`src/rtl/pxc_pkg.sv`:
```
package pxc_pkg;

   typedef enum logic [1:0] {
      PXC_IDLE  = 2'b00,
      PXC_COUNT = 2'b01,
      PXC_READ  = 2'b10,
      PXC_RSVD  = 2'b11
   } pxc_mode_e;

   typedef enum logic {
      PXC_LEN_LONG  = 1'b0,
      PXC_LEN_SHORT = 1'b1
   } pxc_len_e;

   typedef struct packed {
      logic afe;
      logic ctr;
      logic ser;
   } pxc_en_t;

   localparam int PXC_MIN_W = 3;
   localparam int PXC_MAX_W = 32;

endpackage

```
`src/rtl/pxc_mode_ctrl.sv`:
```
module pxc_mode_ctrl
   import pxc_pkg::*;
(
   input  logic [1:0] mode_i,
   output pxc_en_t    en_o
);

   pxc_mode_e mode_e;

   always_comb begin
      mode_e = pxc_mode_e'(mode_i);
      en_o   = '0;
      unique case (mode_e)
         PXC_COUNT: begin
            en_o.afe = 1'b1;
            en_o.ctr = 1'b1;
         end
         PXC_READ: begin
            en_o.ctr = 1'b1;
            en_o.ser = 1'b1;
         end
         default: en_o = '0;
      endcase
   end

endmodule

```
`src/rtl/pxc_lfsr_step.sv`:
```
module pxc_lfsr_step
   import pxc_pkg::*;
#(
   parameter int             W    = 20,
   parameter logic [W-1:0]   TAPS = 20'h80004
)(
   input  logic [W-1:0] cur_i,
   output logic [W-1:0] nxt_o,
   output logic         at_last_o
);

   localparam logic [W-1:0] SEED      = {W{1'b1}};
   localparam logic [W-1:0] LAST      = {1'b0, {(W-1){1'b1}}};
   localparam int           LOW_TAPS  = $countones(TAPS[W-2:0]);

   generate
      if (W < PXC_MIN_W || W > PXC_MAX_W) begin : g_bad_w
         $error("pxc_lfsr_step: width out of range");
      end
      if (TAPS[W-1] != 1'b1) begin : g_bad_msb
         $error("pxc_lfsr_step: feedback must include the top bit");
      end
      if ((LOW_TAPS % 2) == 0) begin : g_bad_par
         $error("pxc_lfsr_step: odd lower tap count needed for an all-ones seed");
      end
   endgenerate

   logic fb;

   always_comb begin
      fb        = ^(cur_i & TAPS);
      nxt_o     = {cur_i[W-2:0], fb};
      at_last_o = (cur_i == LAST);
   end

   logic unused_seed;
   assign unused_seed = ^SEED;

endmodule

```
`src/rtl/pxc_ser_path.sv`:
```
module pxc_ser_path
   import pxc_pkg::*;
#(
   parameter int LONG_W  = 20,
   parameter int SHORT_W = 16
)(
   input  logic [LONG_W-1:0] state_i,
   input  pxc_len_e          len_i,
   input  logic              ser_en_i,
   input  logic              ser_in_i,
   output logic [LONG_W-1:0] shifted_o,
   output logic              ser_out_o
);

   localparam int PAD = LONG_W - SHORT_W;

   logic [LONG_W-1:0] sh_long;
   logic [LONG_W-1:0] sh_short;
   logic              top_bit;

   always_comb begin
      sh_long  = {state_i[LONG_W-2:0], ser_in_i};
      sh_short = {{PAD{1'b0}}, state_i[SHORT_W-2:0], ser_in_i};
      if (len_i == PXC_LEN_SHORT) begin
         shifted_o = sh_short;
         top_bit   = state_i[SHORT_W-1];
      end else begin
         shifted_o = sh_long;
         top_bit   = state_i[LONG_W-1];
      end
      ser_out_o = ser_en_i & top_bit;
   end

endmodule

```
`src/rtl/pxc_count_core.sv`:
```
module pxc_count_core
   import pxc_pkg::*;
#(
   parameter int                  LONG_W     = 20,
   parameter int                  SHORT_W    = 16,
   parameter logic [LONG_W-1:0]   LONG_TAPS  = 20'h80004,
   parameter logic [SHORT_W-1:0]  SHORT_TAPS = 16'hD008
)(
   input  logic              clk,
   input  logic              rst_n,
   input  pxc_en_t           en_i,
   input  logic              hit_i,
   input  logic              preset_i,
   input  logic              len_short_i,
   input  logic              shift_en_i,
   input  logic              ser_in_i,
   output logic [LONG_W-1:0] state_o,
   output pxc_len_e          len_o,
   output logic              ovf_o,
   output logic              ser_out_o
);

   localparam int                PAD        = LONG_W - SHORT_W;
   localparam logic [LONG_W-1:0] LONG_SEED  = {LONG_W{1'b1}};
   localparam logic [LONG_W-1:0] SHORT_SEED = {{PAD{1'b0}}, {SHORT_W{1'b1}}};

   logic [LONG_W-1:0]  state_q;
   pxc_len_e           len_q;
   logic               ovf_q;

   logic [LONG_W-1:0]  long_nxt;
   logic               long_last;
   logic [SHORT_W-1:0] short_nxt;
   logic               short_last;
   logic [LONG_W-1:0]  step_val;
   logic               at_last;
   logic [LONG_W-1:0]  shift_val;
   logic               count_go;
   logic               shift_go;

   generate
      begin : g_long
         pxc_lfsr_step #(
            .W    (LONG_W),
            .TAPS (LONG_TAPS)
         ) u_step (
            .cur_i     (state_q),
            .nxt_o     (long_nxt),
            .at_last_o (long_last)
         );
      end
      begin : g_short
         pxc_lfsr_step #(
            .W    (SHORT_W),
            .TAPS (SHORT_TAPS)
         ) u_step (
            .cur_i     (state_q[SHORT_W-1:0]),
            .nxt_o     (short_nxt),
            .at_last_o (short_last)
         );
      end
   endgenerate

   pxc_ser_path #(
      .LONG_W  (LONG_W),
      .SHORT_W (SHORT_W)
   ) u_ser (
      .state_i   (state_q),
      .len_i     (len_q),
      .ser_en_i  (en_i.ser),
      .ser_in_i  (ser_in_i),
      .shifted_o (shift_val),
      .ser_out_o (ser_out_o)
   );

   always_comb begin
      if (len_q == PXC_LEN_SHORT) begin
         step_val = {{PAD{1'b0}}, short_nxt};
         at_last  = short_last;
      end else begin
         step_val = long_nxt;
         at_last  = long_last;
      end
      count_go = en_i.afe & en_i.ctr & hit_i & ~ovf_q;
      shift_go = en_i.ser & en_i.ctr & shift_en_i;
   end

   always_ff @(posedge clk or negedge rst_n) begin
      if (!rst_n) begin
         state_q <= LONG_SEED;
         len_q   <= PXC_LEN_LONG;
         ovf_q   <= 1'b0;
      end else if (preset_i) begin
         len_q   <= pxc_len_e'(len_short_i);
         state_q <= len_short_i ? SHORT_SEED : LONG_SEED;
         ovf_q   <= 1'b0;
      end else if (count_go) begin
         if (at_last) begin
            ovf_q <= 1'b1;
         end else begin
            state_q <= step_val;
         end
      end else if (shift_go) begin
         state_q <= shift_val;
      end
   end

   assign state_o = state_q;
   assign len_o   = len_q;
   assign ovf_o   = ovf_q;

endmodule

```
`src/rtl/pxc_pixel_counter.sv`:
```
module pxc_pixel_counter
   import pxc_pkg::*;
#(
   parameter int                  LONG_W     = 20,
   parameter int                  SHORT_W    = 16,
   parameter logic [LONG_W-1:0]   LONG_TAPS  = 20'h80004,
   parameter logic [SHORT_W-1:0]  SHORT_TAPS = 16'hD008
)(
   input  logic       clk,
   input  logic       rst_n,
   input  logic [1:0] mode,
   input  logic       len_short,
   input  logic       preset,
   input  logic       hit,
   input  logic       shift_en,
   input  logic       ser_in,
   output logic       ser_out,
   output logic       overflow,
   output logic       afe_en,
   output logic       ctr_en,
   output logic       ser_en
);

   generate
      if (SHORT_W >= LONG_W) begin : g_bad_len
         $error("pxc_pixel_counter: short length must be below long length");
      end
      if (SHORT_W < PXC_MIN_W) begin : g_bad_short
         $error("pxc_pixel_counter: short length too small");
      end
   endgenerate

   pxc_en_t           en;
   logic [LONG_W-1:0] state_w;
   pxc_len_e          len_w;

   pxc_mode_ctrl u_mode (
      .mode_i (mode),
      .en_o   (en)
   );

   pxc_count_core #(
      .LONG_W     (LONG_W),
      .SHORT_W    (SHORT_W),
      .LONG_TAPS  (LONG_TAPS),
      .SHORT_TAPS (SHORT_TAPS)
   ) u_core (
      .clk         (clk),
      .rst_n       (rst_n),
      .en_i        (en),
      .hit_i       (hit),
      .preset_i    (preset),
      .len_short_i (len_short),
      .shift_en_i  (shift_en),
      .ser_in_i    (ser_in),
      .state_o     (state_w),
      .len_o       (len_w),
      .ovf_o       (overflow),
      .ser_out_o   (ser_out)
   );

   assign afe_en = en.afe;
   assign ctr_en = en.ctr;
   assign ser_en = en.ser;

endmodule

```
`config.mk`:
```
export PLATFORM = sky130hd
export DESIGN_NAME = pxc_pixel_counter
export DESIGN_NICKNAME = d
export VERILOG_FILES = /design/src/rtl/pxc_pkg.sv /design/src/rtl/pxc_mode_ctrl.sv /design/src/rtl/pxc_lfsr_step.sv /design/src/rtl/pxc_ser_path.sv /design/src/rtl/pxc_count_core.sv /design/src/rtl/pxc_pixel_counter.sv
export SDC_FILE = /design/constraint.sdc
export NUM_CORES = 1
export LEC_CHECK = 0
export ABC_AREA = 0
export BUFFER_PORTS_ARGS = -buffer_cell sky130_fd_sc_hd__buf_2
export CAP_MARGIN = 20
export CORE_ASPECT_RATIO = 1.5
export CORE_MARGIN = 5
export CORE_UTILIZATION = 45
export DETAILED_ROUTE_END_ITERATION = 8
export PLACE_DENSITY_LB_ADDON = 0.25
export SETUP_SLACK_MARGIN = 0.05
export SLEW_MARGIN = 20
export SYNTH_ARGS = -nofsm -noshare
export SYNTH_HDL_FRONTEND = slang
export SYNTH_SLANG_ARGS = --single-unit
```
`constraint.sdc`:
```
create_clock -name clk -period 3.7 [get_ports clk]
set_input_delay 0.74 -clock clk [delete_from_list [all_inputs] [get_ports clk]]
set_output_delay 0.74 -clock clk [all_outputs]
set_load 0.005 [all_outputs]
```
Yosys cells after proc, flatten, opt, wreduce, memory -nomap -nowiden. Cells that the tools add are included. W data, S select, Z words.

Output and inout bits: 5. Register bits: 22. Input bits: 9. Logic and storage cells: 38.

Muxes and demuxes: 15. Reduce and logical (&&, ||, !) cells: 8. Equality and inequality tests: 5. Bitwise logic cells: 7.

Operators by type and width (count): $mux W20 (7); $eq A20 B19 Y1 const B (1); $reduce_xor A20 Y1 (1); $eq A16 B15 Y1 const B (1); $reduce_xor A16 Y1 (1); $mux W1 (8); $and A1 B1 Y1 (6); $reduce_and A2 Y1 (2); $reduce_bool A2 Y1 (2); $ne A3 B3 Y1 const B (1); $reduce_bool A3 Y1 (1); $eq A2 B1 Y1 const B (1); $eq A2 B2 Y1 const B (1); $reduce_or A2 Y1 (1); $not A1 Y1 (1).

Longest topological paths before layout. Gate-level depths: netlist of run 1.

Word-level depth: 8. Depth in mapped cells: 7. Depth with buffers taken out: 6.

Modules after synthesis. Synthesis of run 1 repeated with hierarchy kept, for this count alone.

Cells, all modules: 177. Area total of the unflattened synthesis: 1984.4 µm².

By module, submodules not included: pxc_count_core (times used 1, area an instance 1377.6 µm², cells each 97); pxc_lfsr_step at u_core.g_long.u_step (times used 1, area an instance 209.0 µm², cells each 28); pxc_lfsr_step at u_core.g_short.u_step (times used 1, area an instance 190.2 µm², cells each 25); pxc_ser_path (times used 1, area an instance 171.4 µm², cells each 22); pxc_mode_ctrl (times used 1, area an instance 36.3 µm², cells each 5).

Worst setup path after synthesis of run 1. Ideal clock, no wire load.

Path kind: input -> output. Start point: input mode[0]. End point: output ser_out. Stages: 3. Arrival: 1115 ps. Slack: 1845 ps. Data required time: 2960 ps. Buffers on the path: 0. Path through: inv_1 -> ha_1 -> nor2b_1.

Longest elaborated chain between the ends: 3.

RTL lines: start: declaration (line pxc_pixel_counter.sv:11) `input logic [1:0] mode,`; $eq A2 B2 Y1 (line pxc_mode_ctrl.sv:13) `unique case (mode_e)`; $mux W1 (line pxc_mode_ctrl.sv:13); via ser_en (line pxc_pixel_counter.sv:21) `output logic ser_en`; $and A1 B1 Y1 (line pxc_ser_path.sv:31) `ser_out_o = ser_en_i & top_bit;`; end: declaration (line pxc_pixel_counter.sv:17) `output logic ser_out,`.

The timed path passes the listed nets, and every way through them passes these cells.

Worst setup path in the final report of run 1.
Start point: input mode[1]. End point: register u_core.state_q[19], in the netlist u_core.state_o[19].

Longest elaborated chain between the ends: 8.

RTL lines: $eq A2 B2 Y1 or $eq A2 B1 Y1 (tied branches) (line pxc_mode_ctrl.sv:13); $reduce_or A2 Y1 (no source line); $mux W1 (line pxc_mode_ctrl.sv:13); $and A1 B1 Y1 (3 in a row) (line pxc_count_core.sv:84) `count_go = en_i.afe & en_i.ctr & hit_i & ~ovf_q;`; $ne A3 B3 Y1 (no source line) (tied with other cells); $reduce_and A2 Y1 (no source line) or $mux W20 (tied branches); end signal: assignment (line pxc_count_core.sv:95) `state_q <= len_short_i ? SHORT_SEED : LONG_SEED;`; end signal: assignment (line pxc_count_core.sv:101) `state_q <= step_val;`; end signal: assignment (line pxc_count_core.sv:104) `state_q <= shift_val;`; end: declaration (line pxc_count_core.sv:27) `logic [LONG_W-1:0] state_q;`.

Several ways; a longest one is shown, not always the timed one. A chain may end at the register's enable or synchronous reset.

==> results of run 1 <==
[final cells by class]
cell class / count / area share (%)
Inverter: 8 / 2.22
Tap cell: 37 / 3.42
Sequential cell: 22 / 42.5
Clock buffer: 3 / 3.05
Multi-Input combinational cell: 86 / 41.2
Clock inverter: 1 / 2.22
Timing Repair Buffer: 14 / 5.36
[critical path, delay by kind of cell]
kind | cells | cell delay, ns
adder cells (fa/ha/maj) | 1 | 0.20
AO/OA/AOI/OAI | 2 | 0.56
buffers and inverters | 3 | 0.44
AND/OR/NAND/NOR | 2 | 0.31
[kinds of logic (layout without fill, tap and decap cells)]
group           count (synthesis)  count (layout)  synth area share, %
simple gates                   47              47                 20.1
fa+ha+maj                       5               5                 5.25
buf+inv                        13              26                 4.93
compound gates                 28              28                 15.3
mux                             4               4                 3.36
xor+xnor                        2               2                 2.73
flops                          22              22                 48.3
[cell usage in the layout, fill, tap and decap left out, types with 2 or more instances in the layout]
cell type and n:
inv_1 8, buf_2 13, nor2b_1 2, clkbuf_8 3, a2bb2oi_1 2, dfrtp_1 2
a21oi_1 18, a211oi_1 2, o21ai_0 2, nand4b_1 2, nor2_1 31, nand2_1 4
ha_1 5, mux2i_1 4, nand4_1 2, dfstp_2 20
[state kept, by name (all words and copies together), names as in the netlist]
register,count
u_core.state_o,20
u_core.len_o,1
u_core.ovf_o,1
[metal layers]
metal | GRT usage (%) | vias up | wire length [microns] | share of wire (%)
li1 | - | 440 | - | -
met2 | 24.1 | 21 | 1300 | 54
met1 | 16.2 | 437 | 972 | 41
met3 | 3.07 | 6 | 83 | 3.5
met5 | 0 | - | 0 | 0
met4 | 7.58 | 0 | 43 | 1.8
[report_power, final]
part | internal (uW) | switching (uW)
clock network | 144 | 78.5
logic | 29.1 | 38.1
registers | 261 | 14.8
total | 435 | 131
[per-stage QoR]
step / hold WS [ns] / instances / utilization (%) / power [uW] / setup WS, ns
finish: 0.418 / 171 / 51.7 / 566 / 1.63
global route: 0.462 / 171 / 51.7 / 596 / 1.54
CTS: 0.440 / 171 / 51.7 / 572 / 1.62
detailed placement: 0.508 / 167 / 49.0 / 347 / 1.37
global placement: 0.499 / 167 / 49.0 / 346 / 1.45
floorplan: 0.444 / 121 / - / 324 / 1.84
[final timing paths]
kind,from,slack [ns],depth (start not counted),to
worst max-delay path,mode[1],1.63,8,u_core.state_o[19]$_DFFE_PN1P_
worst min-delay path,rst_n,0.42,1,u_core.len_o$_DFFE_PN0P_
worst max register to register,u_core.state_o[15]$_DFFE_PN1P_,1.81,7,u_core.state_o[19]$_DFFE_PN1P_
worst min register to register,u_core.state_o[18]$_DFFE_PN1P_,0.51,2,u_core.state_o[18]$_DFFE_PN1P_
max in group asynchronous,rst_n,2.93,1,u_core.state_o[11]$_DFFE_PN1P_
min in group clk,u_core.state_o[18]$_DFFE_PN1P_,0.51,2,u_core.state_o[18]$_DFFE_PN1P_
==> flow_metrics.py, run 1 <==
metrics = {
    "floorplanning": {
        "die_h_microns": 73.0,
        "core_sq_um": 2620,
        "row_count": 23,
        "die_width_microns": 52.0,
        "die-area_sq_um": 3800,
        "start_util_pct": 45.5,
        "io_pins": 14,
    },
    "drt": {
        "firstDrtPassIters": 4,
        "remaining_drc_errors": 0,
        "wl_per_cell_microns": 14.0,
        "num_vias": 904,
        "wirelength_mm": 2.40,
        "via_per_inst": 5.29,
        "postRouteAntennaNets": 0,
        "initialDrtViolationCount": 52,
    },
    "yosys": {
        "yosys-top-cells-area": "dfstp_2 (44%), nor2_1 (9.8%), a21oi_1 (7.6%), ha_1 (5.2%), dfrtp_1 (4.2%)",
        "synth_top_area_share_pct": 44.1,
        "async_flop_share_pct": 100,
        "synthCells": 121,
        "synth_common_cells": "nor2_1 (31), dfstp_2 (20), a21oi_1 (18), inv_1 (8), ha_1 (5)",
        "yosysSeqAreaShare_pct": 48.3,
        "synth_edf_count": 0,
        "postSynthAreaPerCell_sq_um": 9.85,
        "post-synth-top-count-cell": "nor2_1",
        "synth.distinct_cells": 30,
        "dominantRegCellSynth": "dfstp_2",
        "synth_top_area_cell": "dfstp_2",
        "yosys_warnings": 0,
        "synth-seq-cells": 22,
        "syn_nets": 135,
        "syn-cell-area_sq_um": 1190,
    },
    "placed_design": {
        "io_buffers": 13,
        "place_hpwl_mm": 1.77,
        "gp_congestion": 0.749,
        "post_dp_cell_area_sq_um": 1280,
    },
    "clock_tree": {
        "htree_num_levels": 1,
        "clk_pin_slew_ns": 0.08,
        "postCtsSetupBuffers": 0,
        "cts_resized": 0,
        "cts_root_buf": "clkbuf_8",
        "numCtsBuffers": 3,
        "clock_path_buffers": 2,
        "clk_latency_ns": 0.26,
        "cts.sinks": 22,
        "hold_buffers": 0,
        "cts_tree": "yes",
    },
    "sta": {
        "max_slew_margin_pct": 69.0,
        "tightest_slew_ns": 0.464,
        "period_share_pct": 56.0,
        "finalSetupTns_ns": 0,
        "fin_crit_ns": 2.07,
        "rsz0062_at_grt": "no",
        "max_freq_mhz": 483,
        "skew_ns": 0.00181,
        "final_hold_viol_count": 0,
        "finalMaxSlewViolations": 0,
        "setup_viol": 0,
    },
    "critical_path": {
        "required_ns": 3.89,
        "cpPeakStageDelay_ns": 0.38,
        "crit_path_cell_trace": "buf_2, inv_1, ha_1, nand3b_4, and2_1, a31oi_2, buf_4, a2bb2oi_1",
        "arrival_ns": 2.26,
        "crit_type": "primary input to flop",
        "crit_path_start_kind": "primary input",
        "end_kind": "flop",
        "crit_fanout": 15,
        "slowest_stage": "a31oi_2",
    },
    "grt": {
        "track_usage_pct": 14.2,
        "grt_pass1_wl_mm": 4.02,
        "grt_start_max_net_pins": 24,
        "grt-ovfl-total": 0,
        "grt_pass1_vias": 910,
        "antenna_found_initial": 0,
    },
    "hold_path": {
        "hp-class": "primary input to asynchronous set/reset pin",
    },
    "layout": {
        "n_fill_cell": 247,
        "area_growth_pct": 13.5,
        "regArea_sq_um": 576,
        "antennaDiodeCount": 0,
        "multi_input_area_sq_um": 558,
        "drive_above_1_share_pct": 31.3,
        "final_cell_area_sq_um": 1350,
        "fin_nets": 149,
    },
    "power_and_ir_drop": {
        "leakage_uw": 0.000609,
        "irDropWorstVdd_v": 0.000231,
        "p_per_area_nw_per_um2": 418,
    },
    "status": {
        "status": "finished, final reports clean",
    },
    "job": {
        "drv_cap": 0,
    },
}
No activity file was read; power rests on OpenSTA's default activity.
==> run 2: changes to the inputs <==
clock period = 2 ns   (was 3.7 ns; I/O delays follow)
==> run 2 against run 1 <==
Global-route usage rose by 0.73 points. Final area rose by 1.1%. Via count fell by 2.0%. Critical endpoint is now u_core.state_o[0]$_DFFE_PN1P_. Clock skew rose by 0.00065 ns. Combinational power rose by 92%. Die area did not move. Total power rose by 87%. First-iteration DRC count fell by 65%. Largest power group unchanged. Flip-flop and latch count did not move.
==> flow_metrics.py, run 2 (same netlist as run 1, synthesis figures left out) <==
metrics = {
    "floorplanning": {
        "io_pins": 14,
        "core_sq_um": 2620,
        "die_h_microns": 73.0,
        "start_util_pct": 45.5,
        "row_count": 23,
        "die_width_microns": 52.0,
        "die-area_sq_um": 3800,
    },
    "drt": {
        "wirelength_mm": 2.38,
        "initialDrtViolationCount": 18,
        "postRouteAntennaNets": 0,
        "num_vias": 886,
        "remaining_drc_errors": 0,
        "via_per_inst": 5.12,
        "firstDrtPassIters": 5,
        "wl_per_cell_microns": 13.8,
    },
    "sta": {
        "finalSetupTns_ns": 0,
        "final_hold_viol_count": 0,
        "max_slew_margin_pct": 68.2,
        "finalMaxSlewViolations": 0,
        "whs_ns": 0.0777,
        "rsz0062_at_grt": "no",
        "tightest_slew_ns": 0.477,
        "period_share_pct": 83.6,
        "setup_viol": 0,
        "max_freq_mhz": 598,
        "fin_crit_ns": 1.67,
        "skew_ns": 0.00246,
    },
    "critical_path": {
        "crit_end": "u_core.state_o[0]$_DFFE_PN1P_",
        "rrSetupSlack_ns": 0.33,
        "crit_path_start_kind": "flop",
        "end_kind": "flop",
        "reg2regPathDepth": 6,
        "crit_fanout": 16,
        "critPathLaunch": "u_core.state_o[15]$_DFFE_PN1P_",
        "crit_type": "flop to flop",
        "required_ns": 2.20,
        "r2r-end": "u_core.state_o[0]$_DFFE_PN1P_",
        "arrival_ns": 1.87,
        "r2r_start": "u_core.state_o[15]$_DFFE_PN1P_",
    },
    "clock_tree": {
        "cts_resized": 0,
        "clk_pin_slew_ns": 0.08,
        "hold_buffers": 0,
        "clock_path_buffers": 2,
        "clk_latency_ns": 0.27,
        "postCtsSetupBuffers": 0,
        "numCtsBuffers": 3,
        "htree_num_levels": 1,
        "cts.sinks": 22,
        "cts_tree": "yes",
        "cts_root_buf": "clkbuf_8",
    },
    "placed_design": {
        "gp_congestion": 0.881,
        "place_hpwl_mm": 1.81,
        "io_buffers": 13,
    },
    "layout": {
        "final_core_util_pct": 52.3,
        "area_growth_pct": 14.8,
        "final_common_cell": "nor2_1",
        "largest_reg_flops": 20,
        "drive_above_1_share_pct": 32.4,
        "antennaDiodeCount": 0,
        "final_cell_mix": "nor2_1 (31), dfstp_2 (20), a21oi_1 (18), buf_2 (13), inv_1 (8)",
        "fin_nets": 151,
    },
    "grt": {
        "track_usage_pct": 14.9,
        "grt_pass1_wl_mm": 4.22,
        "antenna_found_initial": 0,
        "grt_pass1_vias": 946,
        "grt-ovfl-total": 0,
        "grt_start_max_net_pins": 23,
    },
    "power_and_ir_drop": {
        "power_uw": 1060,
        "leakage_uw": 0.000619,
        "irDropWorstVdd_v": 0.000447,
        "p_per_area_nw_per_um2": 773,
    },
    "status": {
        "status": "finished, final reports clean",
    },
    "hold_path": {
        "hp-class": "primary input to asynchronous set/reset pin",
    },
    "job": {
        "drv_cap": 0,
    },
}
==> run 2: cell type report <==
| class | count | area (sq um) |
|---|---|---|
| multi-input cells | 86 | 558 |
| inverters | 8 | 30.0 |
| flip-flops and latches | 22 | 576 |
| repair buffers | 16 | 87.6 |
| clock inverters | 1 | 30.0 |
| clock buffers | 3 | 41.3 |
| well taps | 37 | 46.3 |
| fillers | 242 | 1250 |
==> run 2: critical path: stages, from the launching register on <==
cell and delay (ns):
dfstp_2 0.57, ha_1 0.20, nand4b_4 0.12, o31ai_4 0.21
a31oi_2 0.12, buf_4 0.21, a21oi_1 0.16
==> run 2: layer usage <==
layer  up-vias  share of wire, %  global-route usage [%]
met3         5               3.0                    2.66
met1       432                40                    16.6
met2         9                54                    26.6
met4         0               1.9                    7.00
met5         -                 0                       0
li1        440                 -                       -
==> run 2: worst min-delay path by stage <==
stage	startpoint	endpoint	cells past startpoint	slack, ns
after detailed placement	rst_n	u_core.len_o$_DFFE_PN0P_	1	0.39
after global placement	rst_n	u_core.len_o$_DFFE_PN0P_	1	0.38
after global routing	rst_n	u_core.len_o$_DFFE_PN0P_	1	0.11
after CTS	rst_n	u_core.len_o$_DFFE_PN0P_	1	0.09
final	rst_n	u_core.len_o$_DFFE_PN0P_	1	0.08
after floorplan	rst_n	u_core.len_o$_DFFE_PN0P_	0	0.10
==> run 2: through the flow <==
stage / cell area, sq um / worst slack (ns) / instances
finish: 1370 / 0.328 / 173
global route: 1370 / 0.200 / 173
CTS: 1370 / 0.307 / 173
detailed placement: 1300 / 0.225 / 169
global placement: 1300 / 0.329 / 169
floorplan: 1190 / 0.468 / 121
==> run 2: power breakdown <==
part	total [uW]	internal (uW)	switching (uW)	leakage (uW)
registers	509	483	26.5	0.000236
clock network	420	268	152	0.0000357
logic	129	56.7	72.2	0.000347
